--- config.mk ---
export PLATFORM = sky130hd
export DESIGN_NAME = dmq_buffer
export DESIGN_NICKNAME = d
export VERILOG_FILES = /design/src/rtl/dmq_buffer.sv
export SDC_FILE = /design/constraint.sdc
export NUM_CORES = 1
export LEC_CHECK = 0
export ABC_CLOCK_PERIOD_IN_PS = 10300
export BUFFER_PORTS_ARGS = -buffer_cell sky130_fd_sc_hd__buf_2
export CAP_MARGIN = 15
export CORE_MARGIN = 5
export CORE_UTILIZATION = 60
export CTS_BUF_LIST = sky130_fd_sc_hd__clkbuf_8
export CTS_CLUSTER_DIAMETER = 120
export CTS_CLUSTER_SIZE = 28
export DETAILED_ROUTE_END_ITERATION = 12
export GPL_TIMING_DRIVEN = 1
export PLACE_DENSITY = 0.74
export SKIP_CTS_REPAIR_TIMING = 1
export SLEW_MARGIN = 20
export SYNTH_ARGS = -nofsm -noshare
export SYNTH_HDL_FRONTEND = slang
export SYNTH_SLANG_ARGS = --single-unit
export TNS_END_PERCENT = 20
--- constraint.sdc ---
create_clock -name clk -period 10.3 [get_ports clk]
set_input_delay 1.545 -clock clk [delete_from_list [all_inputs] [get_ports clk]]
set_output_delay 1.545 -clock clk [all_outputs]
set_load 0.05 [all_outputs]
--- src/rtl/dmq_buffer.sv ---
module dmq_buffer #(
  parameter int DATA_W = 16,
  parameter int NQ     = 4,
  parameter int DEPTH  = 16
) (
  input  logic                  clk,
  input  logic                  rst_n,
  input  logic                  wr_en,
  input  logic [$clog2(NQ)-1:0] wr_qid,
  input  logic [DATA_W-1:0]     wr_data,
  input  logic                  rd_en,
  input  logic [$clog2(NQ)-1:0] rd_qid,
  output logic [DATA_W-1:0]     rd_data,
  output logic [NQ-1:0]         q_empty,
  output logic                  full
);
  localparam int AW = $clog2(DEPTH);
  localparam int CW = $clog2(DEPTH + 1);

  logic [DATA_W-1:0] mem  [DEPTH];
  logic [AW-1:0]     nxt  [DEPTH];
  logic [AW-1:0]     head [NQ];
  logic [AW-1:0]     tail [NQ];
  logic [NQ-1:0]     empty_q;
  logic [AW-1:0]     fhead, ftail;
  logic [CW-1:0]     fcnt;

  logic          enq, deq, same_q, deq_last;
  logic [AW-1:0] nslot, oslot;

  assign full     = (fcnt == '0);
  assign q_empty  = empty_q;
  assign enq      = wr_en && !full;
  assign deq      = rd_en && !empty_q[rd_qid];
  assign nslot    = fhead;
  assign oslot    = head[rd_qid];
  assign same_q   = enq && deq && (wr_qid == rd_qid);
  assign deq_last = (head[rd_qid] == tail[rd_qid]);
  assign rd_data  = mem[oslot];

  always_ff @(posedge clk)
    if (enq) mem[nslot] <= wr_data;

  always_ff @(posedge clk) begin
    if (!rst_n) begin
      for (int i = 0; i < DEPTH; i++) nxt[i] <= AW'(i + 1);
      for (int q = 0; q < NQ; q++) begin
        head[q] <= '0;
        tail[q] <= '0;
      end
      empty_q <= '1;
      fhead   <= '0;
      ftail   <= AW'(DEPTH - 1);
      fcnt    <= CW'(DEPTH);
    end else begin
      if (deq) begin
        if (deq_last) empty_q[rd_qid] <= 1'b1;
        else          head[rd_qid]    <= nxt[oslot];
      end
      if (enq) begin
        if (empty_q[wr_qid] || (same_q && deq_last)) begin
          head[wr_qid]    <= nslot;
          empty_q[wr_qid] <= 1'b0;
        end else begin
          nxt[tail[wr_qid]] <= nslot;
        end
        tail[wr_qid] <= nslot;
      end
      if (enq && !deq) begin
        fhead <= nxt[fhead];
        fcnt  <= fcnt - 1'b1;
      end else if (deq && !enq) begin
        if (fcnt == '0) fhead <= oslot;
        else            nxt[ftail] <= oslot;
        ftail <= oslot;
        fcnt  <= fcnt + 1'b1;
      end else if (enq && deq) begin
        if (fcnt == CW'(1)) begin
          fhead <= oslot;
        end else begin
          fhead      <= nxt[fhead];
          nxt[ftail] <= oslot;
        end
        ftail <= oslot;
      end
    end
  end
endmodule

# After elaboration in Yosys (flattened, before gate mapping)
# Memories as Yosys holds them, arrays and structs flattened. A register that Yosys moved wholly into a read port is not among the register bits.
# Index checks and enable logic that the tools add are counted.
[op_classes]
reduce_logical = 25
addsub = 2
bitwise = 5
eq_ne = 4
order_cmp = 4
n_mux = 68
[op_table]
columns = ["op", "count"]
rows = [
  ["$mux 4", 22],
  ["$mux 1", 37],
  ["$reduce_or 4->1", 5],
  ["$mux 5", 2],
  ["$logic_and 1x1->1", 9],
  ["$lt 2x3->1 const B", 2],
  ["$mux 2", 3],
  ["$add 5x1->5 const B", 1],
  ["$eq 5x1->1 const B", 1],
  ["$logic_not 5->1", 1],
  ["$sub 5x1->5 const B", 1],
  ["$and 4x4->4", 1],
  ["$bmux 1 s2", 2],
  ["$demux 1 s2", 2],
  ["$eq 4x4->1", 1],
  ["$ge 2x1->1 const B", 2],
  ["$logic_not 1->1", 4],
  ["$not 4->4", 1],
  ["$or 4x4->4", 1],
  ["$reduce_and 2->1", 2],
  ["$reduce_bool 2->1", 2],
  ["$ne 3x3->1 const B", 1],
  ["$reduce_bool 3->1", 1],
  ["$eq 2x2->1", 1],
  ["other kinds (3)", 3],
]
[totals]
out_inout_bits = 21
ram_bits = 352
reg_bits = 17
n_memories = 4
[mem_list]
columns = ["memory", "depth", "width", "rd", "rd_ports_with_merged_regs", "write_ports", "line", "source"]
rows = [
  ["mem", 16, 16, 1, 0, 1, "20", "logic [DATA_W-1:0] mem [DEPTH];"],
  ["nxt", 16, 4, 2, 1, 16, "21", "logic [AW-1:0] nxt [DEPTH];"],
  ["head", 4, 4, 1, 0, 4, "22", "logic [AW-1:0] head [NQ];"],
  ["tail", 4, 4, 2, 0, 4, "23", "logic [AW-1:0] tail [NQ];"],
]

# Depth between registers and ports, before layout
# Gate-level depths: netlist of the first run.
[logic_depth]
ltp_word = 14
depth_mapped = 13
depth_no_buf = 12

# Worst setup path after synthesis of the first run
# Ideal clock, no wire load.
[synth_path]
kind = "in2out"
startpoint = "input rd_qid[0]"
endpoint = "output rd_data[4]"
t_required_ps = 8755
n_path_buf = 4
slack_ps = 4735
stages = 8
arrival_ps = 4020
cell_sequence = "buf_6 mux4_2 buf_6 buf_6 buf_4 mux4_2 nand2_1 a31oi_1"
[synth_via]
elab_chain_cells = 2
[synth_rtl]
columns = ["element", "line", "source"]
rows = [
  ["from (decl)", "12", "input logic [$clog2(NQ)-1:0] rd_qid,"],
  ["$mem_v2 4x4", "n/a", ""],
  ["$mem_v2 16x16", "n/a", ""],
  ["to (decl)", "13", "output logic [DATA_W-1:0] rd_data,"],
]
# Every way passes these cells.

# Worst setup path in the final report of the first run
[layout_path]
startpoint = "input rd_qid[0]"
endpoint = "output rd_data[15]"
# The elaborated chain is that of the path after synthesis.

==> results of run 1 <==
-- sequential cells by signal (all words and copies together), names as in the netlist, named ones only --
name and count:
mem 256, nxt 64, head 16, tail 16, fcnt 5, fhead 4, ftail 4, q_empty 4
-- power by group through the flow --
stage | Sequential (mW) | Clock (mW) | Combinational (mW)
6_report | 1.75 | 0.594 | 0.512
5_1_grt | 1.75 | 0.657 | 0.546
4_1_cts | 1.75 | 0.600 | 0.513
3_5_place_dp | 1.78 | 0 | 0.511
3_3_place_gp | 1.78 | 0 | 0.505
2_1_floorplan | 1.77 | 0 | 0.367
-- worst min-delay path: cells and delay by family (launching register included) --
family	cells	cell delay, ps
simple gates	1	60
compound gates	1	80
flops	1	370
-- cell usage in the layout (no fill, tap or decap), drive strengths merged, types with 6 or more instances in the layout --
cell / count
a22o: 12
nand2b: 11
nor2: 85
or3: 9
a211oi: 6
clkbuf: 17
xnor2: 7
dfxtp: 21
nand3: 17
buf: 71
edfxtp: 352
and2: 19
nand2: 128
mux2i: 26
inv: 16
o211ai: 14
mux2: 13
a31oi: 47
nor2b: 8
and3: 20
nor3: 17
or2: 9
o22ai: 35
o21ai: 21
mux4: 99
ha: 7
-- kinds of logic (layout without fill, tap and decap cells) --
logic type | Yosys count | after routing | synth area share (%)
adders and majority gates | 7 | 7 | 0.5180
DFF | 373 | 373 | 65.00
muxes | 138 | 138 | 15.59
and+or+nand+nor | 339 | 339 | 9.398
AOI/OAI and AO/OA | 165 | 165 | 6.726
buffers and inverters | 82 | 106 | 2.301
xor gates and xnor gates | 9 | 9 | 0.4662
other | 0 | 1 | 0
-- cell type report --
| type | instances | area (um2) | area share [%] |
|---|---|---|---|
| inverter | 11 | 41.29 | 0.2319 |
| sequential | 373 | 10990 | 61.74 |
| tap | 378 | 473.0 | 2.657 |
| timing repair buffer | 71 | 422.9 | 2.376 |
| clock inverter | 7 | 46.29 | 0.2601 |
| clock buffer | 17 | 234.0 | 1.314 |
| antenna | 1 | 2.502 | 0.01406 |
| multi-input combinational | 658 | 5592 | 31.41 |
-- final timing paths --
kind	startpoint	end	cells past startpoint
min	ftail[0]	ftail[0]	2
max	rd_qid[0]	rd_data[15]	8
max reg2reg	fcnt[1]	nxt[12][1]	11
min reg2reg	ftail[0]	ftail[0]	2
-- per-layer routing --
| metal | GRT usage, % | vias up | wire length, um |
|---|---|---|---|
| met5 | 0 | - | 7 |
| met1 | 36.39 | 5126 | 15430 |
| met4 | 6.703 | 2 | 1116 |
| met3 | 3.600 | 80 | 3337 |
| li1 | - | 4422 | - |
| met2 | 41.99 | 540 | 19650 |
-- metrics by stage --
| stage | hold slack (ps) | total power [mW] | utilization, % |
|---|---|---|---|
| detailed placement | 510.1 | 2.294 | 63.06 |
| floorplan | 484.3 | 2.135 | - |
| CTS | 532.4 | 2.861 | 64.07 |
| global route | 578.9 | 2.958 | 64.08 |
| finish | 535.8 | 2.855 | 64.08 |
| global placement | 506.2 | 2.286 | 63.05 |
-- cells in the mapped netlist, types with 4 or more instances --
master    count  area, um2
a211oi_1      4      30.03
a21oi_1       5      25.02
a22o_1       12      105.1
a31oi_1      47      294.0
a32o_1        4      40.04
and2_1       19      118.9
and3_1       20      125.1
buf_1         8      30.03
buf_2        11      55.05
buf_4         5      37.54
buf_6         5      56.30
clkbuf_1     41      153.9
dfxtp_1      21      420.4
edfxtp_1    352      10570
ha_1          7      87.58
inv_1        10      37.54
mux2_2       13      146.4
mux2i_1      26      260.3
mux4_2       99       2230
nand2_1     128      480.5
nand2b_1     11      68.82
nand3_1      16      80.08
nand4_1       4      25.02
nor2_1       85      319.1
nor2b_1       8      50.05
nor3_1       17      85.08
o211ai_1     14      105.1
o21ai_0      17      85.08
o21ai_1       4      20.02
o22ai_1      35      219.0
or2_2         7      43.79
or3_1         9      56.30
xnor2_1       7      61.31
==> flow_metrics.env, run 1 <==
export IMPL_status="finished, final reports clean"
export IMPL_fin_tns_setup_ps=0
export IMPL_antenna_left=0
export IMPL_drv_slew=0
export IMPL_design_area_um2=17800
export IMPL_drt_iter0_drc=1223
export IMPL_synth_edff_count=352
export IMPL_wirelength_mm=39.54
export IMPL_core_area_um2=27780
export IMPL_vias=10170
export IMPL_clk_latency_ps=590
export IMPL_port_buffers=44
export IMPL_switching_power_mw=0.8002
export IMPL_die_h_um=177.9
export IMPL_worstSetupStartpointType="input pin"
export IMPL_grt_overflow=0
export IMPL_yosysWarnings=0
export IMPL_hold_viol_final=0
export IMPL_p_per_area_nw_per_um2=160.4
export IMPL_async_flop_share_pct=0
export IMPL_timing_critical_path_mode_cell="buf_2"
export IMPL_antenna_found_initial=2
export IMPL_htree_levels=1
export IMPL_hold_path_class="reg -> reg"
export IMPL_cp_arrival_ps=5250
export IMPL_start_util_pct=60.86
export IMPL_path_cells="buf_2, mux4_4, buf_4, mux4_2, nand2_1, and3_1, a31oi_1, buf_2"
export IMPL_critPathMaxStageDelay_ps=1060
export IMPL_synth_avg_cell_area_um2=15.19
export IMPL_swShare_pct=28.03
export IMPL_fin_cells=1516
export IMPL_period_needed_ps=6797
export IMPL_syn2layout_area_growth_pct=5.284
export IMPL_synth_nets=1144
export IMPL_crit_family="multiplexers"
export IMPL_rrSetupSlack_ps=5770
export IMPL_crit_buf_inv=3
export IMPL_setup_viol=0
export IMPL_finClkSkew_ps=38.61
export IMPL_fin_crit_sh_pct=65.99
export IMPL_die_w_um=177.9
export IMPL_setup_slack_ps=3503
export IMPL_endpoint_kind="primary output"
export IMPL_drc=0
export IMPL_ys_types=67
export IMPL_first_global_vias=9994
export IMPL_final_nets=1163
export IMPL_grt_max_degree=60
export IMPL_clock_fmax_mhz=147.1
export IMPL_slew_headroom_pct=25.47
export IMPL_cts_root_buf="clkbuf_8"
export IMPL_syn_instance_count=1113
export IMPL_cts_sinks=373
export IMPL_cts_tree="done"
export IMPL_vias_per_cell=6.708
export IMPL_dieArea_um2=31640
export IMPL_critPathSlowestCell="mux4_4"
export IMPL_numCtsBuffers=17
export IMPL_nFillCells=2018
export IMPL_avgRoutedWirePerCell_um=26.08
export IMPL_rows=61
export IMPL_max_clock_path_buffers=3
export IMPL_dpl_instance_area_um2=17520
export IMPL_placed_cells=1491
export IMPL_crit_type="in -> out"
export IMPL_cap_violations=0
export IMPL_grtUsageTotal_pct=25.47
export IMPL_io_pins=45
export IMPL_ys_seq_area_share_pct=65.00
export IMPL_p_clk_share_pct=20.8
export IMPL_syn_area_um2=16910
export IMPL_ys_ff_latch=373
export IMPL_vdd_drop_max_v=0.0001701
export IMPL_cp_required_ps=8760
export IMPL_p_seq_share_pct=61.2
export IMPL_p_comb_share_pct=17.9
export IMPL_rsz0062_at_grt="false"
export IMPL_clkTransAtPathRegs_ps=190
export IMPL_crit_path_max_fanout=59
export IMPL_gp_congestion=0.9015
export IMPL_total_leakage_power_nw=5.684
export IMPL_synth_main_ff_cell="edfxtp_1"
export IMPL_dr_pass1_iters=5
export IMPL_grt_pass1_wl_mm=60.71
export IMPL_drive_above_1_share_pct=21.02
export IMPL_worstMarginPinSlew_ps=1104
export IMPL_cellInternalPower_mw=2.054
export IMPL_pre_cts_slack_ps=3411
export IMPL_dp_hpwl_mm=25.39
No activity file was read; power rests on OpenSTA's default activity.
==> inputs of run 2 (changes only) <==
--- a/config.mk
+++ b/config.mk
@@ -5,7 +5,8 @@
 export SDC_FILE = /design/constraint.sdc
 export NUM_CORES = 1
 export LEC_CHECK = 0
-export ABC_CLOCK_PERIOD_IN_PS = 10300
+export ABC_AREA = 1
+export ABC_CLOCK_PERIOD_IN_PS = 7100
 export BUFFER_PORTS_ARGS = -buffer_cell sky130_fd_sc_hd__buf_2
 export CAP_MARGIN = 15
 export CORE_MARGIN = 5
==> constraint.sdc (replaced) <==
create_clock -name clk -period 7.1 [get_ports clk]
set_input_delay 1.065 -clock clk [delete_from_list [all_inputs] [get_ports clk]]
set_output_delay 1.065 -clock clk [all_outputs]
set_load 0.05 [all_outputs]
==> run 2 against run 1 <==
Via count increased by 32%; sequential cell count unchanged; power up 48%; cell count is 42% higher; area after synthesis grew 4.9%; utilization decreased by 1.1 points; critical path depth is 3 higher; clock power is 46% higher; sequential power increased by 45%; highest routed layer is now met4.
==> flow_metrics.env, run 2 <==
export IMPL_ys_types=37
export IMPL_vias=13460
export IMPL_gp_congestion=0.9552
export IMPL_worstMarginPinSlew_ps=1118
export IMPL_reg_top3="mem x256, nxt x64"
export IMPL_grt_overflow=0
export IMPL_synth_main_ff_cell="edfxtp_1"
export IMPL_ys_ff_latch=373
export IMPL_cp_arrival_ps=4220
export IMPL_numCtsBuffers=17
export IMPL_worstSetupStartpointType="input pin"
export IMPL_cts_root_buf="clkbuf_8"
export IMPL_antenna_found_initial=0
export IMPL_layout_common_cells="edfxtp_1 (352), nand2_1 (340), nor2_1 (240)"
export IMPL_worstReg2RegEnd="nxt[11][1]"
export IMPL_p_per_area_nw_per_um2=228.5
export IMPL_nFillCells=2368
export IMPL_critPathSlowestCell="buf_4"
export IMPL_antenna_cells=0
export IMPL_core_area_um2=29400
export IMPL_die_h_um=181.9
export IMPL_syn_instance_count=1775
export IMPL_period_needed_ps=5281
export IMPL_synth_avg_cell_area_um2=9.993
export IMPL_yosysTopAreaCellShare_pct=59.59
export IMPL_antenna_left=0
export IMPL_cts_sinks=373
export IMPL_first_global_vias=12650
export IMPL_cp_required_ps=6030
export IMPL_path_depth=11
export IMPL_drv_slew=0
export IMPL_htree_levels=1
export IMPL_grt_pass1_wl_mm=71.74
export IMPL_hold_path_endpoint="fcnt[4]"
export IMPL_cap_violations=0
export IMPL_p_seq_share_pct=59.8
export IMPL_rows=63
export IMPL_yosysWarnings=0
export IMPL_cts_tree="done"
export IMPL_dieArea_um2=33100
export IMPL_switching_power_mw=1.303
export IMPL_grt_max_degree=96
export IMPL_port_buffers=44
export IMPL_wirelength_mm=46.58
export IMPL_total_leakage_power_nw=6.929
export IMPL_fin_crit_sh_pct=74.39
export IMPL_cellInternalPower_mw=2.930
export IMPL_synth_most_common_cell="edfxtp_1"
export IMPL_crit_family="buffers and inverters"
export IMPL_p_comb_share_pct=19.7
export IMPL_hp_start="fcnt[4]"
export IMPL_synth_edff_count=352
export IMPL_syn_area_um2=17740
export IMPL_drc=0
export IMPL_io_pins=45
export IMPL_synth_commonest_cells="edfxtp_1 (352), nand2_1 (341), nor2_1 (257)"
export IMPL_status="finished, final reports clean"
export IMPL_start_util_pct=60.33
export IMPL_syn2layout_area_growth_pct=4.423
export IMPL_final_nets=1794
export IMPL_endpoint_kind="primary output"
export IMPL_dr_pass1_iters=6
export IMPL_crit_buf_inv=4
export IMPL_path_cells="buf_2, inv_2, nand3_1, nand2_1, nor2_4, buf_4, o21ai_0, o221ai_1, nand3_1, nand2_1, buf_2"
export IMPL_synth_nets=1806
export IMPL_synthTopCellsByArea="edfxtp_1 (60%), nand2_1 (7.2%), o21ai_0 (5.5%)"
export IMPL_die_w_um=181.9
export IMPL_drt_iter0_drc=1877
export IMPL_p_clk_share_pct=20.5
export IMPL_avgRoutedWirePerCell_um=21.59
export IMPL_largest_register="mem"
export IMPL_final_common_cell="edfxtp_1"
export IMPL_crit_path_max_fanout=58
export IMPL_clkTransAtPathRegs_ps=190
export IMPL_finClkSkew_ps=50.20
export IMPL_vias_per_cell=6.240
export IMPL_synth_top_cell_by_area="edfxtp_1"
export IMPL_hold_path_depth=1
export IMPL_ys_seq_area_share_pct=61.96
export IMPL_clk_latency_ps=610
export IMPL_setup_viol=0
export IMPL_vdd_drop_max_v=0.0001397
export IMPL_final_core_util_pct=62.99
export IMPL_regToRegStartpoint="fcnt[0]"
export IMPL_rsz0062_at_grt="false"
export IMPL_largest_register_ff_count=256
export IMPL_crit_type="in -> out"
export IMPL_hold_path_class="reg -> reg"
export IMPL_grtUsageTotal_pct=27.59
export IMPL_hold_viol_final=0
export IMPL_critPathMaxStageDelay_ps=620
export IMPL_rrSetupSlack_ps=2900
export IMPL_swShare_pct=30.78
export IMPL_async_flop_share_pct=0
export IMPL_slew_headroom_pct=24.87
export IMPL_reg2reg_depth=13
export IMPL_clock_fmax_mhz=189.3
export IMPL_fin_tns_setup_ps=0
export IMPL_dp_hpwl_mm=28.34
export IMPL_max_clock_path_buffers=3
export IMPL_drive_above_1_share_pct=11.49
## run 2: cell type report
cell class                 count  area, um2  share of cell area [%]
clock buffer                  17      234.0                   1.263
clock inverter                 6      42.54                  0.2297
inverter                      94      352.8                   1.905
multi-input combinational   1204       5963                   32.20
sequential                   373      10990                   59.34
tap                          390      488.0                   2.635
timing repair buffer          73      450.4                   2.432
## run 2: per-stage QoR
stage	hold WS (ps)	instances	area, um2	worst slack [ps]	total power [mW]
2_1_floorplan	444.3	1775	17740	3236	3.130
3_3_place_gp	462.9	2134	18240	1970	3.382
3_5_place_dp	476.3	2134	18250	1856	3.401
4_1_cts	498.4	2157	18520	1891	4.228
5_1_grt	519.0	2157	18520	1493	4.384
6_report	498.4	2157	18520	1819	4.233
## run 2: cell families (layout without fill, tap and decap cells)
group,Yosys count,after routing,share of synthesized area (%)
simple gates,846,846,20.81
xor+xnor,1,1,0.04939
fa+ha+maj,7,7,0.4938
buf+inv,198,190,4.811
compound gates,350,350,11.87
flops,373,373,61.96
## run 2: power groups by stage
stage	logic (mW)	clock network, mW	registers (mW)
4_1_cts	0.825	0.876	2.53
2_1_floorplan	0.563	0	2.57
5_1_grt	0.905	0.943	2.54
3_3_place_gp	0.807	0	2.58
3_5_place_dp	0.823	0	2.58
6_report	0.836	0.868	2.53
## run 2: worst max path at each step
stage          startpoint     endpoint  slack, ps
2_1_floorplan   rd_qid[1]  rd_data[10]       3240
6_report        rd_qid[0]  rd_data[14]       1820
5_1_grt         rd_qid[0]  rd_data[13]       1490
4_1_cts         rd_qid[0]  rd_data[12]       1890
3_5_place_dp    rd_qid[0]   nxt[11][3]       1860
3_3_place_gp    rd_qid[0]   nxt[11][1]       1970
## run 2: worst register-to-register path: stages, from the launching register on
cell and delay, ps:
dfxtp_1 360, inv_1 170, ha_1 170, nand3_1 130
nand2_1 290, inv_1 240, ha_1 310, inv_1 150
o21ai_1 230, inv_1 110, nand3_1 150, nor3_1 900
nand2_1 410, nand3_1 300
## run 2: per-layer routing
layer | global-route usage (%) | vias up | part of all wire [%]
li1 | - | 6181 | -
met1 | 39.83 | 6473 | 41
met2 | 44.56 | 697 | 47
met3 | 3.806 | 109 | 9.4
met4 | 7.535 | 0 | 2.7
met5 | 0 | - | 0
==> inputs of run 3 (changes only) <==
--- a/config.mk
+++ b/config.mk
@@ -6,7 +6,7 @@
 export NUM_CORES = 1
 export LEC_CHECK = 0
 export ABC_AREA = 1
-export ABC_CLOCK_PERIOD_IN_PS = 7100
+export ABC_CLOCK_PERIOD_IN_PS = 5300
 export BUFFER_PORTS_ARGS = -buffer_cell sky130_fd_sc_hd__buf_2
 export CAP_MARGIN = 15
 export CORE_MARGIN = 5
==> constraint.sdc (replaced) <==
create_clock -name clk -period 5.3 [get_ports clk]
set_input_delay 0.795 -clock clk [delete_from_list [all_inputs] [get_ports clk]]
set_output_delay 0.795 -clock clk [all_outputs]
set_load 0.05 [all_outputs]
==> run 3 against run 2 <==
Non-clock buffer count grew 8; sequential power rose by 34%; combinational power rose by 36%; sequential share of layout area down 0.35 points.
==> flow_metrics.env, run 3 (synthesized netlist as in run 2, its figures left out) <==
export IMPL_status="finished, final reports clean"
export IMPL_final_nets=1802
export IMPL_final_common_cell="edfxtp_1"
export IMPL_vias=13310
export IMPL_gp_congestion=0.9384
export IMPL_crit_type="in -> reg"
export IMPL_grtUsageTotal_pct=27.44
export IMPL_dp_hpwl_mm=28.44
export IMPL_path_cells="buf_2, inv_2, nor2_4, inv_1, nor2_1, nor4_4, inv_1, ha_1, inv_1, o21ai_1, inv_1, nand3_1, nor3_1, nand2_1, nand3_1"
export IMPL_core_area_um2=29400
export IMPL_p_clk_share_pct=20.3
export IMPL_crit_path_max_fanout=22
export IMPL_worstSetupStartpointType="input pin"
export IMPL_whs_ps=494.9
export IMPL_antenna_left=0
export IMPL_p_seq_share_pct=59.6
export IMPL_grt_overflow=0
export IMPL_dieArea_um2=33100
export IMPL_cap_violations=0
export IMPL_grt_max_degree=147
export IMPL_vias_per_cell=6.146
export IMPL_p_comb_share_pct=20.1
export IMPL_multi_input_area_um2=5973
export IMPL_worstMarginPinSlew_ps=1093
export IMPL_timing_critical_path_mode_cell="inv_1"
export IMPL_swShare_pct=30.71
export IMPL_switching_power_mw=1.744
export IMPL_cp_arrival_ps=4480
export IMPL_largest_register="mem"
export IMPL_seqCellArea_um2=10990
export IMPL_slew_headroom_pct=27.08
export IMPL_grt_pass1_wl_mm=71.09
export IMPL_antenna_found_initial=1
export IMPL_dr_pass1_iters=6
export IMPL_rows=63
export IMPL_hold_path_class="reg -> reg"
export IMPL_finClkSkew_ps=34.18
export IMPL_vdd_drop_max_v=0.0002164
export IMPL_syn2layout_area_growth_pct=5.051
export IMPL_layout_common_cells="edfxtp_1 (352), nand2_1 (340), nor2_1 (240)"
export IMPL_cts_root_buf="clkbuf_8"
export IMPL_avgRoutedWirePerCell_um=21.34
export IMPL_setup_viol=0
export IMPL_clkTransAtPathRegs_ps=160
export IMPL_fin_crit_sh_pct=78.80
export IMPL_start_util_pct=60.33
export IMPL_die_w_um=181.9
export IMPL_numCtsBuffers=17
export IMPL_cts_sinks=373
export IMPL_crit_family="simple AND/OR/NAND/NOR gates"
export IMPL_critPathSlowestCell="nor3_1"
export IMPL_period_needed_ps=4176
export IMPL_die_h_um=181.9
export IMPL_rsz0062_at_grt="false"
export IMPL_drc=0
export IMPL_crit_buf_inv=6
export IMPL_p_per_area_nw_per_um2=304.8
export IMPL_nFillCells=2391
export IMPL_port_buffers=44
export IMPL_total_leakage_power_nw=6.976
export IMPL_first_global_vias=12500
export IMPL_max_clock_path_buffers=3
export IMPL_largest_register_ff_count=256
export IMPL_fin_tns_setup_ps=0
export IMPL_cp_required_ps=5610
export IMPL_critPathMaxStageDelay_ps=850
export IMPL_reg_top3="mem x256, nxt x64"
export IMPL_io_pins=45
export IMPL_cts_tree="done"
export IMPL_endpoint_kind="flip-flop"
export IMPL_drive_above_1_share_pct=11.94
export IMPL_drt_iter0_drc=1758
export IMPL_cellInternalPower_mw=3.935
export IMPL_clk_latency_ps=600
export IMPL_drv_slew=0
export IMPL_htree_levels=1
export IMPL_wirelength_mm=46.23
export IMPL_clock_fmax_mhz=239.5
export IMPL_hold_viol_final=0
[run 3: cell count changes in the layout (fill, tap and decap cells not counted), moves of 2 or more]
cell    before  now
buf_4       28   33
buf_12       1    4
nor2_2      16   14
nor2_4       7    9
[run 3: power by group through the flow]
stage	clock network, mW	logic (mW)	registers (mW)
2_1_floorplan	0	0.754	3.44
3_3_place_gp	0	1.10	3.45
3_5_place_dp	0	1.12	3.45
4_1_cts	1.16	1.12	3.39
5_1_grt	1.26	1.23	3.40
6_report	1.15	1.14	3.39
[run 3: worst reg2reg max path, stage by stage, from the launching register on]
cell and delay (ps):
dfxtp_1 350, inv_1 160, ha_1 180, nand3_1 140, nand2_1 200, inv_1 170
ha_1 280, inv_1 130, o21ai_1 250, inv_1 110, nand3_1 150, nor3_1 850
nand2_1 380, nand3_1 300
[run 3: layout make-up]
class                      instances  area share [%]
antenna                            1         0.01343
clock buffer                      17           1.256
clock inverter                     6          0.2350
inverter                          94           1.894
multi-input combinational       1204           32.06
sequential                       373           58.98
tap                              390           2.619
timing repair buffer              81           2.941
[run 3: final timing paths]
kind	from	endpoint	slack (ps)	depth (start not counted)
min	fcnt[4]	fcnt[4]	490	1
min reg2reg	fcnt[4]	fcnt[4]	490	1
max reg2reg	fcnt[1]	nxt[13][1]	1370	13
max	rd_qid[0]	nxt[13][1]	1120	15
[run 3: layer usage]
| metal | wire (um) | part of all wire [%] | GRT usage (%) | vias up |
|---|---|---|---|---|
| met5 | 0 | 0 | 0 | - |
| met4 | 1238 | 2.7 | 7.505 | 0 |
| met2 | 21610 | 47 | 44.38 | 710 |
| met3 | 4351 | 9.4 | 3.966 | 100 |
| li1 | - | - | - | 6195 |
| met1 | 19030 | 41 | 39.42 | 6307 |
[run 3: stage by stage]
| step | power, mW | util, % | instance area, um2 | std cells | setup slack [ps] |
|---|---|---|---|---|---|
| finish | 5.680 | 63.37 | 18630 | 2166 | 1124 |
| global route | 5.887 | 63.37 | 18630 | 2166 | 895.7 |
| CTS | 5.673 | 63.31 | 18620 | 2165 | 1219 |
| detailed placement | 4.573 | 62.37 | 18340 | 2142 | 651.7 |
| global placement | 4.548 | 62.35 | 18330 | 2142 | 811.2 |
| floorplan | 4.193 | - | 17740 | 1775 | 1827 |
